File: config.mk
export PLATFORM = sky130hd
export DESIGN_NAME = daisy_adc_reader
export DESIGN_NICKNAME = d
export VERILOG_FILES = /design/src/rtl/daisy_adc_reader.sv
export SDC_FILE = /design/constraint.sdc
export NUM_CORES = 1
export LEC_CHECK = 0
export ABC_CLOCK_PERIOD_IN_PS = 7570
export BUFFER_PORTS_ARGS = -buffer_cell sky130_fd_sc_hd__buf_2
export CAP_MARGIN = 20
export CELL_PAD_IN_SITES_DETAIL_PLACEMENT = 1
export CELL_PAD_IN_SITES_GLOBAL_PLACEMENT = 1
export CORE_AREA = 3 3 146 148
export CTS_BUF_LIST = sky130_fd_sc_hd__clkbuf_8 sky130_fd_sc_hd__clkbuf_16
export CTS_CLUSTER_SIZE = 8
export DETAILED_ROUTE_END_ITERATION = 7
export DIE_AREA = 0 0 149 151
export PLACE_DENSITY_LB_ADDON = 0.1
export SLEW_MARGIN = 20
export SYNTH_ARGS = -nofsm -noshare
export SYNTH_HDL_FRONTEND = slang
export SYNTH_SLANG_ARGS = --single-unit
File: constraint.sdc
create_clock -name clk -period 7.57 [get_ports clk]
set_input_delay 0.3785 -clock clk [delete_from_list [all_inputs] [get_ports clk]]
set_output_delay 0.3785 -clock clk [all_outputs]
set_load 0.02 [all_outputs]
File: src/rtl/daisy_adc_reader.sv
module daisy_adc_reader #(
  parameter int LINES = 2,
  parameter int DIV   = 2,
  parameter int RES   = 12,
  parameter int SLOT  = 16,
  parameter int NCH   = 12
) (
  input  logic                 clk,
  input  logic                 rst_n,
  input  logic                 start_i,
  output logic                 conv_o,
  input  logic                 busy_i,
  output logic                 cs_n_o,
  output logic                 sclk_o,
  input  logic [LINES-1:0]     sdi_i,
  output logic [NCH*RES-1:0]   res_o,
  output logic                 done_o
);
  localparam int FRAME = SLOT * NCH / LINES;
  localparam int PER   = NCH / 2;
  localparam int SPL   = PER / LINES;
  localparam int BW    = $clog2(FRAME + 1);
  localparam int DCW   = (DIV > 1) ? $clog2(DIV) : 1;

  typedef enum logic [1:0] {S_IDLE, S_CONV, S_BUSY, S_READ} state_t;
  state_t state;

  logic [DCW-1:0] div_q;
  logic [BW-1:0]  bits_q;
  logic [RES-2:0] sh [LINES];
  logic [RES-1:0] res [NCH];

  function automatic int chan_of(input int ln, input int sl);
    int dev, s, ch;
    dev = sl / SPL;
    s   = sl % SPL;
    if (LINES == 2)
      ch = (ln == 0) ? ((s == 2) ? 4 : s) : ((s == 2) ? 5 : s + 2);
    else
      ch = ln * 2 + s;
    return dev * PER + ch;
  endfunction

  wire tick      = (div_q == DCW'(DIV - 1));
  wire slot_end  = (int'(bits_q) % SLOT) == (SLOT - 1);
  wire last_edge = (bits_q == BW'(FRAME));

  always_ff @(posedge clk or negedge rst_n) begin
    if (!rst_n) begin
      state  <= S_IDLE;
      conv_o <= 1'b0;
      cs_n_o <= 1'b1;
      sclk_o <= 1'b1;
      done_o <= 1'b0;
      div_q  <= '0;
      bits_q <= '0;
      for (int l = 0; l < LINES; l++) sh[l] <= '0;
      for (int k = 0; k < NCH; k++) res[k] <= '0;
    end else begin
      done_o <= 1'b0;
      case (state)
        S_IDLE: if (start_i) begin
          conv_o <= 1'b1;
          state  <= S_CONV;
        end
        S_CONV: if (busy_i) state <= S_BUSY;
        S_BUSY: if (!busy_i) begin
          conv_o <= 1'b0;
          cs_n_o <= 1'b0;
          div_q  <= '0;
          bits_q <= '0;
          state  <= S_READ;
        end
        S_READ: begin
          if (!tick) begin
            div_q <= div_q + 1'b1;
          end else begin
            div_q <= '0;
            if (sclk_o) begin
              sclk_o <= 1'b0;
              bits_q <= bits_q + 1'b1;
              for (int l = 0; l < LINES; l++) begin
                sh[l] <= {sh[l][RES-3:0], sdi_i[l]};
                if (slot_end)
                  res[chan_of(l, int'(bits_q) / SLOT)] <= {sh[l], sdi_i[l]};
              end
            end else begin
              sclk_o <= 1'b1;
              if (last_edge) begin
                cs_n_o <= 1'b1;
                done_o <= 1'b1;
                state  <= S_IDLE;
              end
            end
          end
        end
        default: state <= S_IDLE;
      endcase
    end
  end

  for (genvar k = 0; k < NCH; k++) begin : g_out
    assign res_o[k*RES +: RES] = res[k];
  end
endmodule

# Yosys cells after proc, flatten, opt, wreduce, memory -nomap -nowiden
# Cells that the tools add are included.
totals:
  elab_cells: 106
  regBits: 180
  in_bits: 6
op_classes:
  mux: 46
  n_reduce_logical: 12
  add_sub_neg: 5
  n_bitwise: 2
  multipliers: 1
  order_cmp: 4
  n_eq_ne: 13
  n_div: 2
ops:
  columns: ["op", "n"]
  rows:
  - ["2-to-1 mux 144 bit", 5]
  - ["2-to-1 mux 32 bit", 10]
  - ["bitwise mux 144 bit", 2]
  - ["demux 12 bit (select 4 bit)", 2]
  - ["adder 32 bit", 2]
  - ["greater-or-equal comparator 32 x 5 -> 1 bit (second input constant)", 2]
  - ["less-than comparator 32 x 1 -> 1 bit (second input constant)", 2]
  - ["NOT 32 bit", 2]
  - ["adder 3 x 32 -> 32 bit (first input constant)", 1]
  - ["divider 4 x 3 -> 32 bit (second input constant)", 1]
  - ["equality test 32 x 3 -> 1 bit (second input constant)", 1]
  - ["remainder unit 4 x 3 -> 32 bit (second input constant)", 1]
  - ["multiplier 32 x 3 -> 31 bit (second input constant)", 1]
  - ["2-to-1 mux 12 bit", 2]
  - ["2-to-1 mux 7 bit", 3]
  - ["!= test 2 bit (second input constant)", 7]
  - ["one-hot mux 7 bit (2 select lines)", 1]
  - ["2-to-1 mux 2 bit", 6]
  - ["2-to-1 mux 1 bit", 11]
  - ["one-hot mux 2 bit (4 select lines)", 1]
  - ["adder 7 x 1 -> 7 bit (second input constant)", 1]
  - ["equality test 7 bit (second input constant)", 1]
  - ["one-hot mux 1 bit (2 select lines)", 3]
  - ["AND reduction 3 bit", 2]
  - ["11 further kinds", 15]

# Depth between registers and ports, before layout
# Gate-level depths: netlist of run 1.
logic_depth:
  word_depth: 20
  ltp_mapped: 21

# Worst setup path after synthesis of run 1
# No wires, ideal clock.
synth_path:
  kind: "reg2reg"
  start: "register bits_q[5]"
  end: "register res (netlist bit res_o[37])"
  slack_ns: 2.998
  t_arrival_ns: 4.478
  stages_incl_launch_ff: 20
  path_cell_list: "dfrtp_1 > nor2b_1 > buf_6 > inv_2 > ha_1 > clkbuf_1 > inv_1 > nand2_1 > a22oi_1 > inv_1 > ha_1 > nand2b_1 > fa_1 > or2_2 > o21a_1 > or3_1 > a2111oi_2 > buf_2 > nor3_1 > a211oi_1"
synth_between:
  elab_chain_cells: 20
synth_lines:
  columns: ["element", "line", "text"]
  rows:
  - ["start, declared", "29", "logic [BW-1:0] bits_q;"]
  - ["start signal, assigned", "81", "bits_q <= bits_q + 1'b1;"]
  - ["branches (longest 19 deep; another with divider 4 x 3 -> 32 bit)", null, null]
  - ["2-to-1 mux 144 bit (*)", "84", "if (slot_end)"]
  - ["end signal, assigned by index", "85", "res[chan_of(l, int'(bits_q) / SLOT)] <= {sh[l], sdi_i[l]};"]
  - ["end, declared", "31", "logic [RES-1:0] res [NCH];"]
# Mark *: on every way between the ends. The select of a mux whose other input is x is not followed.
# A chain may end at the register's enable or synchronous reset.

# Worst setup path after layout of run 1
layout_path:
  start: "register bits_q[5]"
  end: "register res (netlist bit res_o[48])"
# The elaborated chain is that of the path after synthesis.

==> results.tsv, run 1 <==
stage	metric	value	unit
outcome	status	complete, no violations	
yosys	async_reset_ff_frac	1.00	
pwr	power.clock.fraction	0.391	
layout	area_growth	17.1	%
yosys	synth_largest_area_cell	dfrtp_1	
drt	met2RoutedLength	16.1	mm
setup_path	timing_worst_setup_path_type	reg2reg	
placed_design	preCtsSetupSlack	1580	ps
yosys	syn_inst	953	
pwr	internal-power	1.56	mW
drt	detailroute.via_count	8723	
floorplan	dieArea	22500	µm²
sta	post-route-worst-setup-slack	1740	ps
clock_tree	post_cts.repair.setup_buffers	0	
layout	instances_no_fill	1349	
layout	fill_cells	2292	
yosys	synth-seq-area-share	0.481	
yosys	dominantRegCellSynth	dfrtp_1	
setup_path	critPathArrivalTime	6200	ps
clock_tree	cts-htree-levels	4	
yosys	yosys-top-cells-area	dfrtp_1 48%, nand2_1 4.6%, o211ai_1 4.2%	
min_path	timing.hold.worst.class	in2reg	
grt	first_global_vias	8921	
yosys	synthesis.area_per_instance	9.84	µm²
drt	detailed_route_wl	34.2	mm
setup_path	cp-start-kind	flop	
grt	first_pass_grt_wire_length	52.8	mm
placed_design	dpl.cell_count	1312	
clock_tree	clock_tree.root_cell	clkbuf_16	
pwr	cellLeakagePower	5.21	nW
pwr	total_power	2.38	mW
sta	clock-skew-final	13.0	ps
clock_tree	clk_path_buf_depth	2	
sta	max_freq	171	MHz
drt	routedWlPerCell	25.3	µm
yosys	yosysMostFrequentCell	dfrtp_1	
drt	routedLengthMet1	14.7	mm
yosys	synth_top_area_share	0.475	
sta	finalHoldViolCount	0	
yosys	synth_seq_cells	180	
drt	detail_route.drc_violations	0	
floorplan	chipHeight	151	µm
grt	gr-total-overflow	0	
grt	grt_max_degree	94	
clock_tree	cts_made_buffers	17	
floorplan	num_rows	52	
placed_design	place_hpwl	23.3	mm
setup_path	timing.rr.start	bits_q[5]	
sta	timing_worst_slew_pin_value	1070	ps
yosys	synth_warnings	0	
yosys	synth_edf_count	0	
placed_design	finalWeightedCongestion	0.909	
yosys	synth_top_cells_by_count	178 x dfrtp_1, 116 x nand2_1, 69 x nor3_1	
setup_path	end_kind	flop	
run	drv_cap	0	
drt	detail_route.iter0.violations	687	
pwr	p_per_cell_area	216	nW/µm²
placed_design	port_buffers	153	
pwr	share_comb_of_total_power	0.112	
drt	highest-signal-layer	met4	
sta	rsz0062_at_grt	false	
yosys	yosysUniqueCellTypes	75	
sta	fin_tns_setup	0	ps
sta	worst_slew_margin_rel	0.284	
pwr	seqPwrFrac	0.497	
floorplan	fp.coreArea	20200	µm²
setup_path	setup.worst_path.start	bits_q[5]	
floorplan	io_pins	154	
clock_tree	clock_tree_from_tritoncts	built	
drt	vias_per_cell	6.47	
drt	met3_length	2.58	mm
floorplan	chip_width	149	µm
sta	finalSetupViolCount	0	
drt	detail_route.first_pass.iterations	5	
grt	groute.usage.overall	0.306	
clock_tree	clock_latency_reported_for_the_late_side_of_the_worst_skew_pair	450	ps
pwr	vdd.ir_drop.worst	0.186	mV
sta	fin_crit_sh	0.771	
setup_path	crit_path_max_fanout	13	
layout	diodes_inserted	0	
layout	final_layout_size_suffix_gt1_frac	0.228	
yosys	syn-cell-area	9380	µm²
clock_tree	clk_pin_slew_worst_paths	80	ps
min_path	hp-start	start_i	
sta	maxSlewViolCount	0	
pwr	sw_frac_of_total	0.344	
layout	final_net_count	1095	
pwr	power.switching	816	µW
grt	antenna_found_initial	0	
drt	drtAntennaViolNets	0	
floorplan	effective_utilization_at_floorplan	0.465	
sta	min_period	5830	ps
clock_tree	cts.sinks	180	
setup_path	worst_ep_required_time	7940	ps
==> registers in the layout (all words and copies together), names as in the netlist <==
name and cells:
res_o 144, state 2, div_q 1, done_o 1, bits_q 7, conv_o 1
sclk_o 1, sh 22, cs_n_o 1
==> power groups by stage <==
stage | Sequential [mW] | Clock, mW | Combinational (mW)
after floorplan | 1.08 | 0 | 0.206
after global placement | 1.18 | 0 | 0.254
after detailed placement | 1.19 | 0 | 0.264
after CTS | 1.17 | 0.936 | 0.266
after global routing | 1.18 | 0.977 | 0.299
final | 1.18 | 0.930 | 0.266
==> stage by stage <==
step | utilization | instance area [µm²] | hold WS [ps]
CTS | 0.541 | 10900 | 242
global placement | 0.510 | 10300 | 395
detailed placement | 0.511 | 10300 | 387
floorplan | - | 9380 | 82.9
global route | 0.544 | 11000 | 294
finish | 0.544 | 11000 | 251
==> cells in the final DEF, fill, tap and decap left out, types with 24 or more instances in the layout <==
cell / n
a211oi_1: 37
a221o_1: 24
a32oi_1: 27
buf_2: 152
dfrtp_1: 178
inv_1: 26
nand2_1: 116
nand3_1: 35
nor2_1: 59
nor3_1: 69
o211ai_1: 52
==> layer usage <==
metal  vias to the layer above  track usage
met4                         0       0.0833
met3                        65       0.0512
met2                       379        0.498
met5                         -            0
li1                       3839            -
met1                      4440        0.427
==> cell families (layout without fill, tap and decap cells) <==
group / after synthesis / after routing / share of synthesized area
XOR/XNOR: 9 / 9 / 0.00841
AO/OA/AOI/OAI: 271 / 271 / 0.242
flip-flops: 180 / 180 / 0.481
adder cells (fa/ha/maj): 23 / 23 / 0.0323
multiplexers: 3 / 3 / 0.00387
other: 2 / 3 / 0.000801
AND/OR/NAND/NOR: 360 / 360 / 0.185
buffers and inverters: 105 / 230 / 0.0470
==> worst max-delay path, cell delays in order (launching register included) <==
cell	delay, ps
dfrtp_1	430
nor2b_1	590
inv_2	200
ha_1	370
inv_1	240
nand2_1	230
a22oi_1	370
inv_1	80
ha_1	210
xnor2_1	150
nor2_1	60
ha_1	200
nor3b_1	250
nand2_1	190
a2111oi_4	730
nand3_2	490
a21oi_2	730
a2bb2oi_1	220
==> path summary, 6_finish.rpt <==
check | end | cells past startpoint | slack, ps
max | res_o[48] | 17 | 1740
min | conv_o | 3 | 250
max reg2reg | res_o[48] | 17 | 1740
min reg2reg | res_o[101] | 1 | 510
max in group asynchronous | res_o[48] | 4 | 5070
min in group asynchronous | res_o[119] | 2 | 480
==> layout make-up <==
| cell class | count | area (µm²) | area share |
|---|---|---|---|
| Timing Repair Buffer | 172 | 917 | 0.0835 |
| Clock buffer | 17 | 425 | 0.0388 |
| Multi-Input combinational cell | 669 | 4510 | 0.411 |
| Tap cell | 270 | 338 | 0.0308 |
| Clock inverter | 15 | 180 | 0.0164 |
| Sequential cell | 180 | 4510 | 0.411 |
| Inverter | 26 | 97.6 | 0.00889 |
==> timing repair <==
item	in CTS	in global routing
hold endpoints to repair	61	0
gates resized for setup	0	0
hold buffers	1	0
(Power assumes the default switching activity.)
==> run 2: changes to the inputs <==
--- a/config.mk
+++ b/config.mk
@@ -5,16 +5,16 @@
 export SDC_FILE = /design/constraint.sdc
 export NUM_CORES = 1
 export LEC_CHECK = 0
-export ABC_CLOCK_PERIOD_IN_PS = 7570
+export ABC_CLOCK_PERIOD_IN_PS = 5800
 export BUFFER_PORTS_ARGS = -buffer_cell sky130_fd_sc_hd__buf_2
 export CAP_MARGIN = 20
 export CELL_PAD_IN_SITES_DETAIL_PLACEMENT = 1
 export CELL_PAD_IN_SITES_GLOBAL_PLACEMENT = 1
-export CORE_AREA = 3 3 146 148
+export CORE_AREA = 3 3 150 152
 export CTS_BUF_LIST = sky130_fd_sc_hd__clkbuf_8 sky130_fd_sc_hd__clkbuf_16
 export CTS_CLUSTER_SIZE = 8
 export DETAILED_ROUTE_END_ITERATION = 7
-export DIE_AREA = 0 0 149 151
+export DIE_AREA = 0 0 153 155
 export PLACE_DENSITY_LB_ADDON = 0.1
 export SLEW_MARGIN = 20
 export SYNTH_ARGS = -nofsm -noshare
==> constraint.sdc (replaced) <==
create_clock -name clk -period 5.8 [get_ports clk]
set_input_delay 0.29 -clock clk [delete_from_list [all_inputs] [get_ports clk]]
set_output_delay 0.29 -clock clk [all_outputs]
set_load 0.02 [all_outputs]
==> run 2 against run 1 <==
  * Sequential share of layout area decreased by 0.43 points
  * Non-clock buffer count is 18 higher
  * Clock skew barely moved
  * Clock power grew 26%
  * Total power increased by 28%
  * First-iteration DRC count is 8.2% higher
  * Critical endpoint is now res_o[38]
  * Largest power group unchanged
==> results.tsv, run 2 (synthesis results as in run 1) <==
stage	metric	value	unit	change
clock_tree	post_cts.repair.setup_buffers	0		unchanged
floorplan	num_rows	53		+1.9%
sta	finalSetupViolCount	0		unchanged
layout	diodes_inserted	0		unchanged
clock_tree	clk_path_buf_depth	2		unchanged
sta	worst_slew_margin_rel	0.423		+0.139
setup_path	crit_path_max_fanout	12		-1
sta	max_freq	192	MHz	+12%
sta	rsz0062_at_grt	false		
grt	antenna_found_initial	0		unchanged
clock_tree	clock_tree.root_cell	clkbuf_16		
pwr	cellLeakagePower	5.28	nW	+1.2%
drt	detail_route.first_pass.iterations	5		unchanged
setup_path	cp-start-kind	flop		
floorplan	dieArea	23700	µm²	+5.4%
placed_design	finalWeightedCongestion	0.893		-1.7%
sta	timing_worst_slew_pin_value	862	ps	-209 ps
layout	area_growth	18.3	%	
drt	detailed_route_wl	34.4	mm	+0.53%
sta	final.hold.worst_slack	178	ps	-73.4 ps
sta	clock-skew-final	12.9	ps	-0.0833 ps
setup_path	timing_worst_setup_path_type	reg2reg		
placed_design	place_hpwl	24.1	mm	+3.2%
floorplan	effective_utilization_at_floorplan	0.443		-0.0216
drt	highest-signal-layer	met4		
placed_design	port_buffers	153		unchanged
clock_tree	cts-htree-levels	4		unchanged
setup_path	critPathArrivalTime	5520	ps	-680 ps
layout	final_net_count	1113		+1.6%
min_path	timing.hold.worst.class	in2reg		
drt	vias_per_cell	6.36		-1.7%
min_path	whs_path_depth	3		unchanged
floorplan	io_pins	154		unchanged
sta	maxSlewViolCount	0		unchanged
grt	first_pass_grt_wire_length	53.8	mm	+1.9%
sta	finalHoldViolCount	0		unchanged
drt	met2RoutedLength	16.3	mm	+0.87%
grt	groute.usage.overall	0.287		-0.0192
floorplan	fp.coreArea	21200	µm²	+4.9%
setup_path	r2r_cells	17		unchanged
grt	grt_max_degree	84		-11%
grt	first_global_vias	8867		-0.61%
drt	met3_length	2.36	mm	-8.6%
min_path	hp-start	start_i		
clock_tree	clock_latency_reported_for_the_late_side_of_the_worst_skew_pair	430	ps	-20 ps
clock_tree	cts.sinks	180		unchanged
setup_path	end_kind	flop		
grt	gr-total-overflow	0		unchanged
pwr	p_per_cell_area	275	nW/µm²	+27%
run	drv_cap	0		unchanged
setup_path	timing.rr.start	bits_q[5]		
setup_path	worst-r2r-setup-slack	600	ps	-1130 ps
pwr	vdd.ir_drop.worst	0.216	mV	+16%
drt	routedWlPerCell	25.1	µm	-1.1%
sta	fin_crit_sh	0.896		+0.125
floorplan	chipHeight	155	µm	+2.6%
drt	drtAntennaViolNets	0		unchanged
min_path	whs_endpoint	conv_o		
clock_tree	clock_tree_from_tritoncts	built		
sta	min_period	5200	ps	-638 ps
clock_tree	cts_made_buffers	17		unchanged
clock_tree	clk_pin_slew_worst_paths	70	ps	about the same
outcome	status	complete, no violations		
layout	final_layout_size_suffix_gt1_frac	0.239		+0.0111
drt	detail_route.iter0.violations	743		+8.2%
layout	finish.utilization	0.524		-0.0199
layout	max_ffs_per_register	144		unchanged
setup_path	crit-reg2reg-capture	res_o[38]		
drt	detailroute.via_count	8715		-0.092%
layout	mostFrequentLayoutCells	178 x dfrtp_1, 152 x buf_2, 116 x nand2_1, 69 x nor3_1, 59 x nor2_1		
floorplan	chip_width	153	µm	+2.7%
layout	final_common_cell	dfrtp_1		
sta	fin_tns_setup	0	ps	unchanged
setup_path	worst_ep_required_time	6120	ps	-1820 ps
drt	routedLengthMet1	15.1	mm	+3.3%
drt	detail_route.drc_violations	0		unchanged
## run 2: worst max-delay path by stage
stage | end | start | slack [ps]
3_5_place_dp | res_o[56] | bits_q[5] | 490
3_3_place_gp | res_o[54] | bits_q[5] | 650
2_1_floorplan | res_o[37] | bits_q[5] | 1230
4_1_cts | res_o[48] | bits_q[5] | 460
5_1_grt | res_o[41] | bits_q[5] | 180
6_report | res_o[38] | bits_q[5] | 600
## run 2: through the flow
| step | setup slack (ps) | power (mW) | cell area [µm²] | instances |
|---|---|---|---|---|
| 2_1_floorplan | 1230 | 1.68 | 9380 | 954 |
| 3_3_place_gp | 652 | 1.88 | 10500 | 1339 |
| 3_5_place_dp | 495 | 1.89 | 10500 | 1339 |
| 4_1_cts | 456 | 3.05 | 11100 | 1371 |
| 5_1_grt | 182 | 3.17 | 11100 | 1371 |
| 6_report | 604 | 3.05 | 11100 | 1371 |
## run 2: what timing repair did
action,CTS,global route
gates resized for setup,0,1
hold endpoints to repair,81,0
setup endpoints to repair,0,7
hold buffers,1,0
## run 2: critical path: stages, from the launching register on
cell       delay [ps]
dfrtp_1           440
nor2b_1           200
ha_1              210
ha_1              290
inv_1             230
nand2_1           230
a22oi_1           370
inv_1              80
ha_1              320
nand2b_1          190
fa_1              510
or2_2             330
o21a_1            120
or3_1             450
a2111oi_2         500
buf_4             270
nor3_1             70
a211oi_1          270
## run 2: report_power, final
| group | switching [mW] | internal, mW | leakage [nW] | total, mW |
|---|---|---|---|---|
| Sequential | 0.217 | 1.32 | 2.36 | 1.53 |
| Clock | 0.561 | 0.612 | 0.278 | 1.17 |
| Combinational | 0.246 | 0.0950 | 2.64 | 0.341 |
| Total | 1.02 | 2.02 | 5.28 | 3.05 |
## run 2: routing by layer
metal | vias to the layer above | GRT usage
met3 | 40 | 0.0531
met2 | 352 | 0.469
met4 | 0 | 0.0734
met1 | 4453 | 0.398
li1 | 3870 | -
met5 | - | 0
## run 2: layout make-up
class	count	area (µm²)
sequential	180	4510
tap	275	344
clock inverter	14	163
multi-input combinational	669	4500
inverter	26	97.6
timing repair buffer	190	1050
fill	2388	10100
clock buffer	17	425
==> run 3: changes to the inputs <==
--- a/config.mk
+++ b/config.mk
@@ -10,11 +10,12 @@
 export CAP_MARGIN = 20
 export CELL_PAD_IN_SITES_DETAIL_PLACEMENT = 1
 export CELL_PAD_IN_SITES_GLOBAL_PLACEMENT = 1
-export CORE_AREA = 3 3 150 152
+export CORE_AREA = 2 2 137 165
 export CTS_BUF_LIST = sky130_fd_sc_hd__clkbuf_8 sky130_fd_sc_hd__clkbuf_16
 export CTS_CLUSTER_SIZE = 8
 export DETAILED_ROUTE_END_ITERATION = 7
-export DIE_AREA = 0 0 153 155
+export DIE_AREA = 0 0 139 167
+export GPL_ROUTABILITY_DRIVEN = 0
 export PLACE_DENSITY_LB_ADDON = 0.1
 export SLEW_MARGIN = 20
 export SYNTH_ARGS = -nofsm -noshare
==> run 3 against run 2 <==
  * Clock skew shrank 0.65 ps
  * Clock power is essentially flat
  * Register-to-register slack lost 190 ps
  * Hold slack lost 7.3 ps
  * Die area shrank 2.1%
  * Utilization shrank 0.90 points
  * Critical path type unchanged
  * Largest power group unchanged
  * Highest routed layer unchanged
==> results.tsv, run 3 (synthesis results as in run 1) <==
stage	metric	value	unit	change
pwr	cellLeakagePower	5.30	nW	+0.50%
run	drv_cap	0		unchanged
layout	final_common_cell	dfrtp_1		
layout	fill_cells	2490		+4.3%
drt	drtAntennaViolNets	0		unchanged
pwr	vdd.ir_drop.worst	0.228	mV	+5.7%
setup_path	end_kind	flop		
floorplan	io_pins	154		unchanged
sta	max_freq	186	MHz	-3.6%
placed_design	port_buffers	153		unchanged
setup_path	timing.rr.start	bits_q[5]		
drt	detailroute.via_count	8767		+0.60%
drt	detail_route.drc_violations	0		unchanged
setup_path	crit_path_max_fanout	12		unchanged
drt	vias_per_cell	6.37		+0.23%
placed_design	preCtsSetupSlack	258	ps	-237 ps
floorplan	effective_utilization_at_floorplan	0.435		-0.00826
min_path	whs_path_depth	3		unchanged
setup_path	cp-start-kind	flop		
clock_tree	clock_latency_reported_for_the_late_side_of_the_worst_skew_pair	440	ps	about the same
clock_tree	clock_tree.root_cell	clkbuf_16		
floorplan	chip_width	139	µm	-9.2%
setup_path	worst_ep_required_time	6130	ps	about the same
sta	final.hold.worst_slack	170	ps	-7.34 ps
min_path	hp-start	start_i		
sta	fin_crit_sh	0.929		+0.0335
grt	groute.usage.overall	0.294		+0.00675
setup_path	r2r_cells	16		-1
setup_path	critPathArrivalTime	5720	ps	+200 ps
setup_path	timing_worst_setup_path_type	reg2reg		
drt	detailed_route_wl	33.8	mm	-1.5%
min_path	timing.hold.worst.class	in2reg		
min_path	whs_endpoint	conv_o		
grt	grt_max_degree	67		-20%
setup_path	worst-r2r-setup-slack	410	ps	-190 ps
sta	worst_slew_margin_rel	0.416		-0.00670
sta	clock-skew-final	12.3	ps	-0.648 ps
layout	max_ffs_per_register	144		unchanged
pwr	p_per_cell_area	274	nW/µm²	-0.14%
drt	detail_route.first_pass.iterations	5		unchanged
grt	first_global_vias	9117		+2.8%
sta	fin_tns_setup	0	ps	unchanged
pwr	total_power	3.05	mW	about the same
floorplan	num_rows	59		+11%
layout	final_net_count	1117		+0.36%
clock_tree	clk_pin_slew_worst_paths	80	ps	about the same
grt	antenna_found_initial	1		+1
layout	area_growth	18.5	%	
sta	timing_worst_slew_pin_value	868	ps	+6.28 ps
layout	final_layout_size_suffix_gt1_frac	0.243		+0.00436
placed_design	place_hpwl	23.9	mm	-0.61%
grt	gr-total-overflow	0		unchanged
sta	maxSlewViolCount	0		unchanged
sta	post-route-worst-setup-slack	410	ps	-195 ps
clock_tree	cts-htree-levels	4		unchanged
clock_tree	cts_made_buffers	17		unchanged
floorplan	dieArea	23200	µm²	-2.1%
floorplan	chipHeight	167	µm	+7.7%
clock_tree	cts.sinks	180		unchanged
sta	finalHoldViolCount	0		unchanged
sta	finalSetupViolCount	0		unchanged
grt	first_pass_grt_wire_length	53.4	mm	-0.88%
outcome	status	complete, no violations		
clock_tree	clock_tree_from_tritoncts	built		
clock_tree	clk_path_buf_depth	2		unchanged
setup_path	crit-reg2reg-capture	res_o[28]		
drt	routedWlPerCell	24.6	µm	-1.9%
layout	mostFrequentLayoutCells	178 x dfrtp_1, 152 x buf_2, 116 x nand2_1, 69 x nor3_1, 59 x nor2_1		
drt	detail_route.iter0.violations	623		-16%
floorplan	fp.coreArea	21600	µm²	+1.9%
sta	min_period	5390	ps	+195 ps
==> run 3: repair_timing <==
action | CTS | global route
endpoints found under the setup margin | 0 | 82
endpoints found under the hold margin | 55 | 0
buffers inserted | 0 | 0
hold buffers | 1 | 0
gates resized for setup | 0 | 1
==> run 3: metrics by stage <==
stage | instance area, µm² | cells | util
final | 11100 | 1376 | 0.515
after global routing | 11100 | 1375 | 0.515
after global placement | 10500 | 1342 | 0.487
after floorplan | 9380 | 954 | -
after CTS | 11100 | 1375 | 0.515
after detailed placement | 10500 | 1342 | 0.487
==> run 3: power by group <==
part,leakage (nW),switching [mW],internal (mW)
Clock,0.285,0.589,0.577
Sequential,2.36,0.220,1.32
Combinational,2.66,0.251,0.0958
Total,5.30,1.06,1.99
==> run 3: layout make-up <==
type / count / area (µm²) / area share
flip-flops and latches: 180 / 4510 / 0.406
clock inverters: 15 / 164 / 0.0148
inverters: 26 / 97.6 / 0.00878
diodes: 1 / 2.50 / 0.000225
repair buffers: 194 / 1080 / 0.0974
clock buffers: 17 / 425 / 0.0383
multi-input cells: 669 / 4490 / 0.404
well taps: 274 / 343 / 0.0309
==> run 3: worst max path at each step <==
stage,endpoint,startpoint,slack (ps),depth (start not counted)
after floorplan,res_o[37],bits_q[5],1230,19
after global placement,res_o[54],bits_q[5],520,17
after detailed placement,res_o[28],bits_q[5],260,16
after CTS,res_o[54],bits_q[5],120,17
after global routing,res_o[28],bits_q[6],-6,16
final,res_o[28],bits_q[5],410,16
==> run 3: layer usage <==
| layer | wire length, µm | track usage | vias up |
|---|---|---|---|
| met3 | 1690 | 0.0414 | 76 |
| met1 | 14200 | 0.379 | 4498 |
| met2 | 16700 | 0.497 | 324 |
| li1 | - | - | 3869 |
| met5 | 0 | 0 | - |
| met4 | 1230 | 0.120 | 0 |
==> run 3: worst max-delay path, stage by stage (launching register included) <==
cell,delay [ps]
dfrtp_1,440
nor2b_2,390
inv_2,150
ha_1,350
inv_1,240
nand2_1,220
a22oi_1,350
inv_1,80
ha_1,310
nand2b_1,180
fa_1,510
or2_2,330
o21a_1,120
nor3_1,610
nand2_1,150
o211a_1,440
a211oi_1,390
